### src/rtl/twm_pkg.sv
`timescale 1ns/1ps
package twm_pkg;

    // Engine phases
    typedef enum logic [2:0] {
        ST_IDLE,
        ST_RX,
        ST_ACK_SETUP,
        ST_ACK_OUT,
        ST_TX,
        ST_ACK_IN,
        ST_WAIT_STOP
    } tgt_state_e;

    // Meaning of the byte being received
    typedef enum logic [1:0] {
        BK_SEL,
        BK_WADDR,
        BK_WDATA
    } byte_kind_e;

    localparam logic [3:0] SEL_PREFIX = 4'b1010;

    typedef struct packed {
        tgt_state_e st;
        byte_kind_e kind;
        logic [2:0] cnt;
        logic [7:0] sh;
        logic       rd_mode;
        logic       oe;
        logic       we;
        logic       rd;
        logic       host_ack;
    } tgt_regs_t;

endpackage

### src/rtl/twm_line_sync.sv
`timescale 1ns/1ps
module twm_line_sync #(
    parameter int STAGES = 2
) (
    input  logic clk,
    input  logic rst_n,
    input  logic scl_i,
    input  logic sda_i,
    output logic sda_s,
    output logic scl_rise,
    output logic scl_fall,
    output logic start_det,
    output logic stop_det
);
    localparam int PW = STAGES + 1;

    logic [PW-1:0] scl_pipe_d, scl_pipe_q;
    logic [PW-1:0] sda_pipe_d, sda_pipe_q;
    logic scl_cur, scl_prv, sda_cur, sda_prv;

    always_comb begin
        scl_pipe_d = {scl_pipe_q[PW-2:0], scl_i};
        sda_pipe_d = {sda_pipe_q[PW-2:0], sda_i};
    end

    always_ff @(posedge clk or negedge rst_n) begin
        if (!rst_n) begin
            scl_pipe_q <= '1;
            sda_pipe_q <= '1;
        end else begin
            scl_pipe_q <= scl_pipe_d;
            sda_pipe_q <= sda_pipe_d;
        end
    end

    assign scl_cur = scl_pipe_q[STAGES-1];
    assign scl_prv = scl_pipe_q[STAGES];
    assign sda_cur = sda_pipe_q[STAGES-1];
    assign sda_prv = sda_pipe_q[STAGES];

    assign sda_s     = sda_cur;
    assign scl_rise  = scl_cur & ~scl_prv;
    assign scl_fall  = ~scl_cur & scl_prv;
    assign start_det = scl_cur & scl_prv & sda_prv & ~sda_cur;
    assign stop_det  = scl_cur & scl_prv & ~sda_prv & sda_cur;

endmodule

### src/rtl/twm_addr_ctr.sv
`timescale 1ns/1ps
module twm_addr_ctr #(
    parameter int AW = 8,
    parameter int PW = 3
) (
    input  logic          clk,
    input  logic          rst_n,
    input  logic          ld,
    input  logic [AW-1:0] ld_val,
    input  logic          inc_page,
    input  logic          inc_full,
    output logic [AW-1:0] addr
);
    localparam int HW = AW - PW;

    logic [AW-1:0] addr_d, addr_q;
    logic [PW-1:0] low_next;

    always_comb begin
        low_next = addr_q[PW-1:0] + {{(PW-1){1'b0}}, 1'b1};
        addr_d   = addr_q;
        if (ld) begin
            addr_d = ld_val;
        end else if (inc_page) begin
            addr_d = {addr_q[AW-1:PW], low_next};
        end else if (inc_full) begin
            addr_d = addr_q + {{(AW-1){1'b0}}, 1'b1};
        end
    end

    always_ff @(posedge clk or negedge rst_n) begin
        if (!rst_n) addr_q <= '0;
        else        addr_q <= addr_d;
    end

    assign addr = addr_q;

    // Write stepping must keep the page row
    p_page_row_kept_r6: assert property (@(posedge clk) disable iff (!rst_n)
        (inc_page && !ld) |=> (addr_q[AW-1:PW] == $past(addr_q[AW-1:PW])))
        else $error("page row changed on write step");

    // Read stepping covers the whole array and wraps at the top
    p_read_step_r9: assert property (@(posedge clk) disable iff (!rst_n)
        (inc_full && !ld && !inc_page) |=> (addr_q == $past(addr_q) + {{(AW-1){1'b0}}, 1'b1}))
        else $error("read step wrong");

    logic [HW-1:0] unused_hw;
    assign unused_hw = '0;

endmodule

### src/rtl/twm_target.sv
`timescale 1ns/1ps
module twm_target
    import twm_pkg::*;
#(
    parameter int AW          = 8,
    parameter int PAGE_W      = 3,
    parameter int STRAP_EN    = 1,
    parameter int SYNC_STAGES = 2
) (
    input  logic          clk,
    input  logic          rst_n,
    input  logic          scl_i,
    input  logic          sda_i,
    input  logic [2:0]    strap_i,
    output logic          sda_oe_o,
    output logic [AW-1:0] mem_addr_o,
    output logic [7:0]    mem_wdata_o,
    output logic          mem_we_o,
    output logic          mem_rd_o,
    input  logic [7:0]    mem_rdata_i
);
    localparam logic [2:0] BIT_LAST = 3'd7;

    tgt_regs_t     r_d, r_q;
    logic          sda_s, scl_rise, scl_fall, start_det, stop_det;
    logic [2:0]    strap_eff;
    logic [7:0]    byte_in;
    logic          ctr_ld;
    logic [AW-1:0] ctr_ld_val;

    twm_line_sync #(.STAGES(SYNC_STAGES)) u_sync (
        .clk       (clk),
        .rst_n     (rst_n),
        .scl_i     (scl_i),
        .sda_i     (sda_i),
        .sda_s     (sda_s),
        .scl_rise  (scl_rise),
        .scl_fall  (scl_fall),
        .start_det (start_det),
        .stop_det  (stop_det)
    );

    twm_addr_ctr #(.AW(AW), .PW(PAGE_W)) u_ctr (
        .clk      (clk),
        .rst_n    (rst_n),
        .ld       (ctr_ld),
        .ld_val   (ctr_ld_val),
        .inc_page (r_q.we),
        .inc_full (r_q.rd),
        .addr     (mem_addr_o)
    );

    generate
        if (STRAP_EN != 0) begin : g_strap
            assign strap_eff = strap_i;
        end else begin : g_nostrap
            logic [2:0] strap_unused;
            assign strap_unused = strap_i;
            assign strap_eff    = 3'b000;
        end
    endgenerate

    assign byte_in = {r_q.sh[6:0], sda_s};

    always_comb begin
        r_d        = r_q;
        r_d.we     = 1'b0;
        r_d.rd     = 1'b0;
        ctr_ld     = 1'b0;
        ctr_ld_val = byte_in[AW-1:0];

        case (r_q.st)
            ST_RX: begin
                if (scl_rise) begin
                    r_d.sh  = byte_in;
                    r_d.cnt = r_q.cnt + 3'd1;
                    if (r_q.cnt == BIT_LAST) begin
                        r_d.cnt = 3'd0;
                        r_d.st  = ST_ACK_SETUP;
                        case (r_q.kind)
                            BK_SEL: begin
                                if (byte_in[7:4] == SEL_PREFIX && byte_in[3:1] == strap_eff) begin
                                    r_d.rd_mode = byte_in[0];
                                    r_d.kind    = BK_WADDR;
                                end else begin
                                    r_d.st = ST_IDLE;
                                end
                            end
                            BK_WADDR: begin
                                ctr_ld   = 1'b1;
                                r_d.kind = BK_WDATA;
                            end
                            default: begin
                                r_d.we = 1'b1;
                            end
                        endcase
                    end
                end
            end
            ST_ACK_SETUP: begin
                if (scl_fall) begin
                    r_d.oe = 1'b1;
                    r_d.st = ST_ACK_OUT;
                end
            end
            ST_ACK_OUT: begin
                if (scl_fall) begin
                    r_d.cnt = 3'd0;
                    if (r_q.rd_mode) begin
                        r_d.sh = mem_rdata_i;
                        r_d.rd = 1'b1;
                        r_d.oe = ~mem_rdata_i[7];
                        r_d.st = ST_TX;
                    end else begin
                        r_d.oe = 1'b0;
                        r_d.st = ST_RX;
                    end
                end
            end
            ST_TX: begin
                if (scl_fall) begin
                    if (r_q.cnt == BIT_LAST) begin
                        r_d.oe  = 1'b0;
                        r_d.cnt = 3'd0;
                        r_d.st  = ST_ACK_IN;
                    end else begin
                        r_d.sh  = {r_q.sh[6:0], 1'b0};
                        r_d.oe  = ~r_q.sh[6];
                        r_d.cnt = r_q.cnt + 3'd1;
                    end
                end
            end
            ST_ACK_IN: begin
                if (scl_rise) begin
                    r_d.host_ack = ~sda_s;
                end
                if (scl_fall) begin
                    if (r_q.host_ack) begin
                        r_d.sh  = mem_rdata_i;
                        r_d.rd  = 1'b1;
                        r_d.oe  = ~mem_rdata_i[7];
                        r_d.cnt = 3'd0;
                        r_d.st  = ST_TX;
                    end else begin
                        r_d.st = ST_WAIT_STOP;
                    end
                end
            end
            default: begin
            end
        endcase

        if (stop_det) begin
            r_d.st = ST_IDLE;
            r_d.oe = 1'b0;
        end
        if (start_det) begin
            r_d.st   = ST_RX;
            r_d.kind = BK_SEL;
            r_d.cnt  = 3'd0;
            r_d.oe   = 1'b0;
        end
    end

    always_ff @(posedge clk or negedge rst_n) begin
        if (!rst_n) r_q <= '0;
        else        r_q <= r_d;
    end

    assign sda_oe_o    = r_q.oe;
    assign mem_we_o    = r_q.we;
    assign mem_rd_o    = r_q.rd;
    assign mem_wdata_o = r_q.sh;

    // A stop always leaves the bus released and the engine idle
    p_stop_idle_r1: assert property (@(posedge clk) disable iff (!rst_n)
        stop_det |=> (!sda_oe_o && r_q.st == ST_IDLE))
        else $error("stop did not release");

    // A start always restarts select reception
    p_start_restarts_r1: assert property (@(posedge clk) disable iff (!rst_n)
        start_det |=> (r_q.st == ST_RX && r_q.kind == BK_SEL && r_q.cnt == 3'd0))
        else $error("start did not restart");

    // Idle never drives the line (covers the mismatch path)
    p_idle_quiet_r3: assert property (@(posedge clk) disable iff (!rst_n)
        (r_q.st == ST_IDLE) |-> !sda_oe_o)
        else $error("driving while idle");

    // After a host not-acknowledge the line stays released
    p_nack_quiet_r10: assert property (@(posedge clk) disable iff (!rst_n)
        (r_q.st == ST_WAIT_STOP) |-> !sda_oe_o)
        else $error("driving after host nack");

    // Pull-low begins only right after a bus clock falling edge
    p_pull_after_fall_r11: assert property (@(posedge clk) disable iff (!rst_n)
        $rose(sda_oe_o) |-> $past(scl_fall))
        else $error("pull-low outside clock low phase");

    // Write and read strobes never coincide
    p_strobe_excl_r5: assert property (@(posedge clk) disable iff (!rst_n)
        $onehot0({mem_we_o, mem_rd_o}))
        else $error("write and read strobes together");

endmodule

### config.mk
export PLATFORM = sky130hd
export DESIGN_NAME = twm_target
export DESIGN_NICKNAME = d
export VERILOG_FILES = /design/src/rtl/twm_pkg.sv /design/src/rtl/twm_line_sync.sv /design/src/rtl/twm_addr_ctr.sv /design/src/rtl/twm_target.sv
export SDC_FILE = /design/constraint.sdc
export NUM_CORES = 1
export LEC_CHECK = 0
export BUFFER_PORTS_ARGS = -buffer_cell sky130_fd_sc_hd__buf_2
export CAP_MARGIN = 30
export CORE_MARGIN = 2
export CORE_UTILIZATION = 57
export CTS_BUF_LIST = sky130_fd_sc_hd__clkbuf_4
export CTS_CLUSTER_DIAMETER = 30
export CTS_CLUSTER_SIZE = 14
export DETAILED_ROUTE_END_ITERATION = 12
export HOLD_SLACK_MARGIN = 0.12
export MAX_ROUTING_LAYER = met4
export PLACE_DENSITY = 0.77
export SYNTH_ARGS = -nofsm -noshare
export SYNTH_HDL_FRONTEND = slang
export SYNTH_HIERARCHICAL = 1
export SYNTH_SLANG_ARGS = --single-unit
### constraint.sdc
create_clock -name clk -period 4.61 [get_ports clk]
set_clock_uncertainty 0.05 [all_clocks]
set_input_delay 0.461 -clock clk [delete_from_list [all_inputs] [get_ports clk]]
set_output_delay 0.461 -clock clk [all_outputs]
set_load 0.05 [all_outputs]
==> impl_metrics.tcl <==
set metrics [dict create \
    grt_overflow 0 \
    cts-hold-fix-buffers 0 \
    synth_edf_count 0 \
    register_area_um2 883.3 \
    avgSynthCellArea_um2 9.923 \
    r2r_start "u_sync/scl_pipe_q[1]" \
    cap_violations 0 \
    first_global_vias 1601 \
    critPathMaxFanout 13 \
    root_buffer "clkbuf_4" \
    wirelength_um 4593 \
    vias 1761 \
    cts.sinks 35 \
    ys_warn_count 6 \
    arrival_ns 3.06 \
    numCtsBuffers 5 \
    placed_cells 268 \
    grt_usage_pct 25.11 \
    drtIter0Drc 201 \
    mappedNetlistArea_um2 2014 \
    period_needed_ns 2.884 \
    drc 0 \
    coreArea_um2 3363 \
    area_growth_pct 9.689 \
    crit_end "u_ctr/addr[4]" \
    dp_hpwl_um 3250 \
    ir_worst_vdd_v 0.0001847 \
    cts_resized 0 \
    gp_congestion 0.8875 \
    hold_violations 0 \
    yosysSeqAreaShare_pct 43.85 \
    synth_cell_type_count 53 \
    yosysTopAreaCellShare_pct 36.02 \
    synthMostInstantiatedCell "dfrtp_1" \
    die_y_um 63.45 \
    vias_per_cell 6.380 \
    r2r-end "u_ctr/addr[4]" \
    syn_nets 221 \
    synth_seq_cells 35 \
    fmax_mhz 346.8 \
    cp-startpoint "u_sync/scl_pipe_q[1]" \
    die_w_um 63.45 \
    drive_above_1_share_pct 28.70 \
    leakage_nw 1.063 \
    htreeDepth 2 \
    final_net_count 247 \
    crit_type "reg -> reg" \
    cts_tree "yes" \
    synth_area_leader_cell "dfrtp_1" \
    die_area_um2 4026 \
    worstSetupEndpointType "flop" \
    postRouteAntennaNets 0 \
    status "complete, no violations" \
    instances_no_fill 276 \
    slew_headroom_pct 49.88 \
    drt-pass1-iter-count 5 \
    r2r_slack_ns 1.73 \
    crit_path_start_kind "flop" \
    multi_input_area_um2 1016 \
    clock_latency_ns 0.33 \
    rsz0062_at_grt "no" \
    required_ns 4.78 \
    hp-class "in -> async" \
    ios 34 \
    antennaDiodeCount 0 \
    synthArstFlopShare_pct 100.0 \
    postCtsSetupRepairBufs 0 \
    port_buffers 33 \
    wire_per_inst_um 16.64 \
    finalSetupViolations 0 \
    r2r_cells 7 \
    initial_utilization_pct 59.90 \
    rows 21 \
    p_per_area_nw_per_um2 268.7 \
    setup_tns_ns 0 \
    grt_max_degree 36 \
    tightest_slew_ns 0.7518 \
    antenna_found_initial 0 \
    fill_cells 306 \
    synthFlopType "dfrtp_1" \
    grt_pass1_wl_um 7603 \
    report.final.slew_viol_count 0 \
    synth_common_cells "dfrtp_1 (29), nand2_1 (17), a21oi_1 (14)" \
    synth.area.top_cells "dfrtp_1 (36%), dfstp_2 (7.8%), a21oi_1 (3.5%)" \
    synthCells 203 \
    min_period_over_period_pct 62.55 \
    clk_pin_slew_ns 0.10 \
    cts_buffer_depth 2 \
]
-- flip-flops by register name, indices dropped and copies added, names as in the netlist --
name / flops
mem_rd_o: 1
mem_wdata_o: 8
mem_we_o: 1
r_q: 10
sda_oe_o: 1
u_ctr/addr: 8
u_sync/scl_pipe_q: 3
u_sync/sda_pipe_q: 3
-- where the power goes --
group | internal, mW | switching, mW
clock network | 0.0712 | 0.0992
registers | 0.320 | 0.0249
logic | 0.0305 | 0.0482
total | 0.422 | 0.172
-- through the flow --
step	util (%)	hold slack [ns]	setup WS [ns]	instance area, um^2	power (mW)
finish	65.70	0.1291	1.726	2210	0.5938
global route	65.70	0.1456	1.428	2210	0.6229
CTS	65.70	0.1429	1.800	2210	0.5991
detailed placement	63.99	0.2976	1.801	2152	0.4280
global placement	63.99	0.2971	1.988	2152	0.4244
floorplan	-	0.1154	2.227	2014	0.4067
-- cells in the final DEF (no fill, tap or decap), types with 2 or more instances in the layout --
cell	count
dfrtp_1	29
nor2b_1	5
and4b_1	2
nand2_1	17
a21oi_1	14
nor2_1	13
mux2_2	6
o211ai_1	3
mux2i_1	2
nand2b_1	3
o21ai_0	10
nor3_1	5
o31ai_1	3
inv_2	2
ha_1	3
buf_2	33
clkbuf_4	7
xor2_1	2
a22o_1	7
a31oi_1	3
inv_1	4
mux2_1	3
xnor2_1	3
nand4_1	4
or4_1	6
dfstp_2	6
nand3_1	8
-- worst min path at each step --
| stage | cells after the start | to | slack, ns | from |
|---|---|---|---|---|
| after floorplan | 0 | mem_rd_o | 0.12 | rst_n |
| after global placement | 0 | u_sync/sda_pipe_q[1] | 0.30 | u_sync/sda_pipe_q[0] |
| after detailed placement | 0 | u_sync/scl_pipe_q[1] | 0.30 | u_sync/scl_pipe_q[0] |
| after CTS | 1 | u_ctr/addr[6] | 0.14 | rst_n |
| after global routing | 1 | u_sync/scl_pipe_q[0] | 0.15 | scl_i |
| final | 1 | u_ctr/addr[6] | 0.13 | rst_n |
-- cell type report --
type,instances,area share (%)
Clock buffer,7,2.378
Clock inverter,1,0.2265
Inverter,6,1.019
Multi-Input combinational cell,147,45.98
Sequential cell,35,39.98
Tap cell,46,2.605
Timing Repair Buffer,34,7.814
-- logic make-up after synthesis --
logic type	after synthesis	synth area share, %
AOI/OAI and AO/OA	54	19.26
xor gates and xnor gates	5	2.174
adders and majority gates	3	1.864
buffers and inverters	21	5.714
DFF	35	43.85
muxes	11	6.025
and+or+nand+nor	74	21.12
-- metal layers --
layer / up-vias / wire [um] / GRT usage [%]
met5: - / 0 / -
met3: 16 / 320 / 4.821
met4: 0 / 115 / 10.87
li1: 802 / - / -
met1: 846 / 1921 / 30.72
met2: 97 / 2236 / 40.66
-- critical path, cell delays in order (launching register included) --
cell and delay, ns:
dfstp_2 0.57, nor2b_1 0.42, nand2_2 0.11, or4_4 0.51
nor2_1 0.54, inv_1 0.29, o211ai_1 0.17, nand3_1 0.10
Power figures use the tool's default switching activity.
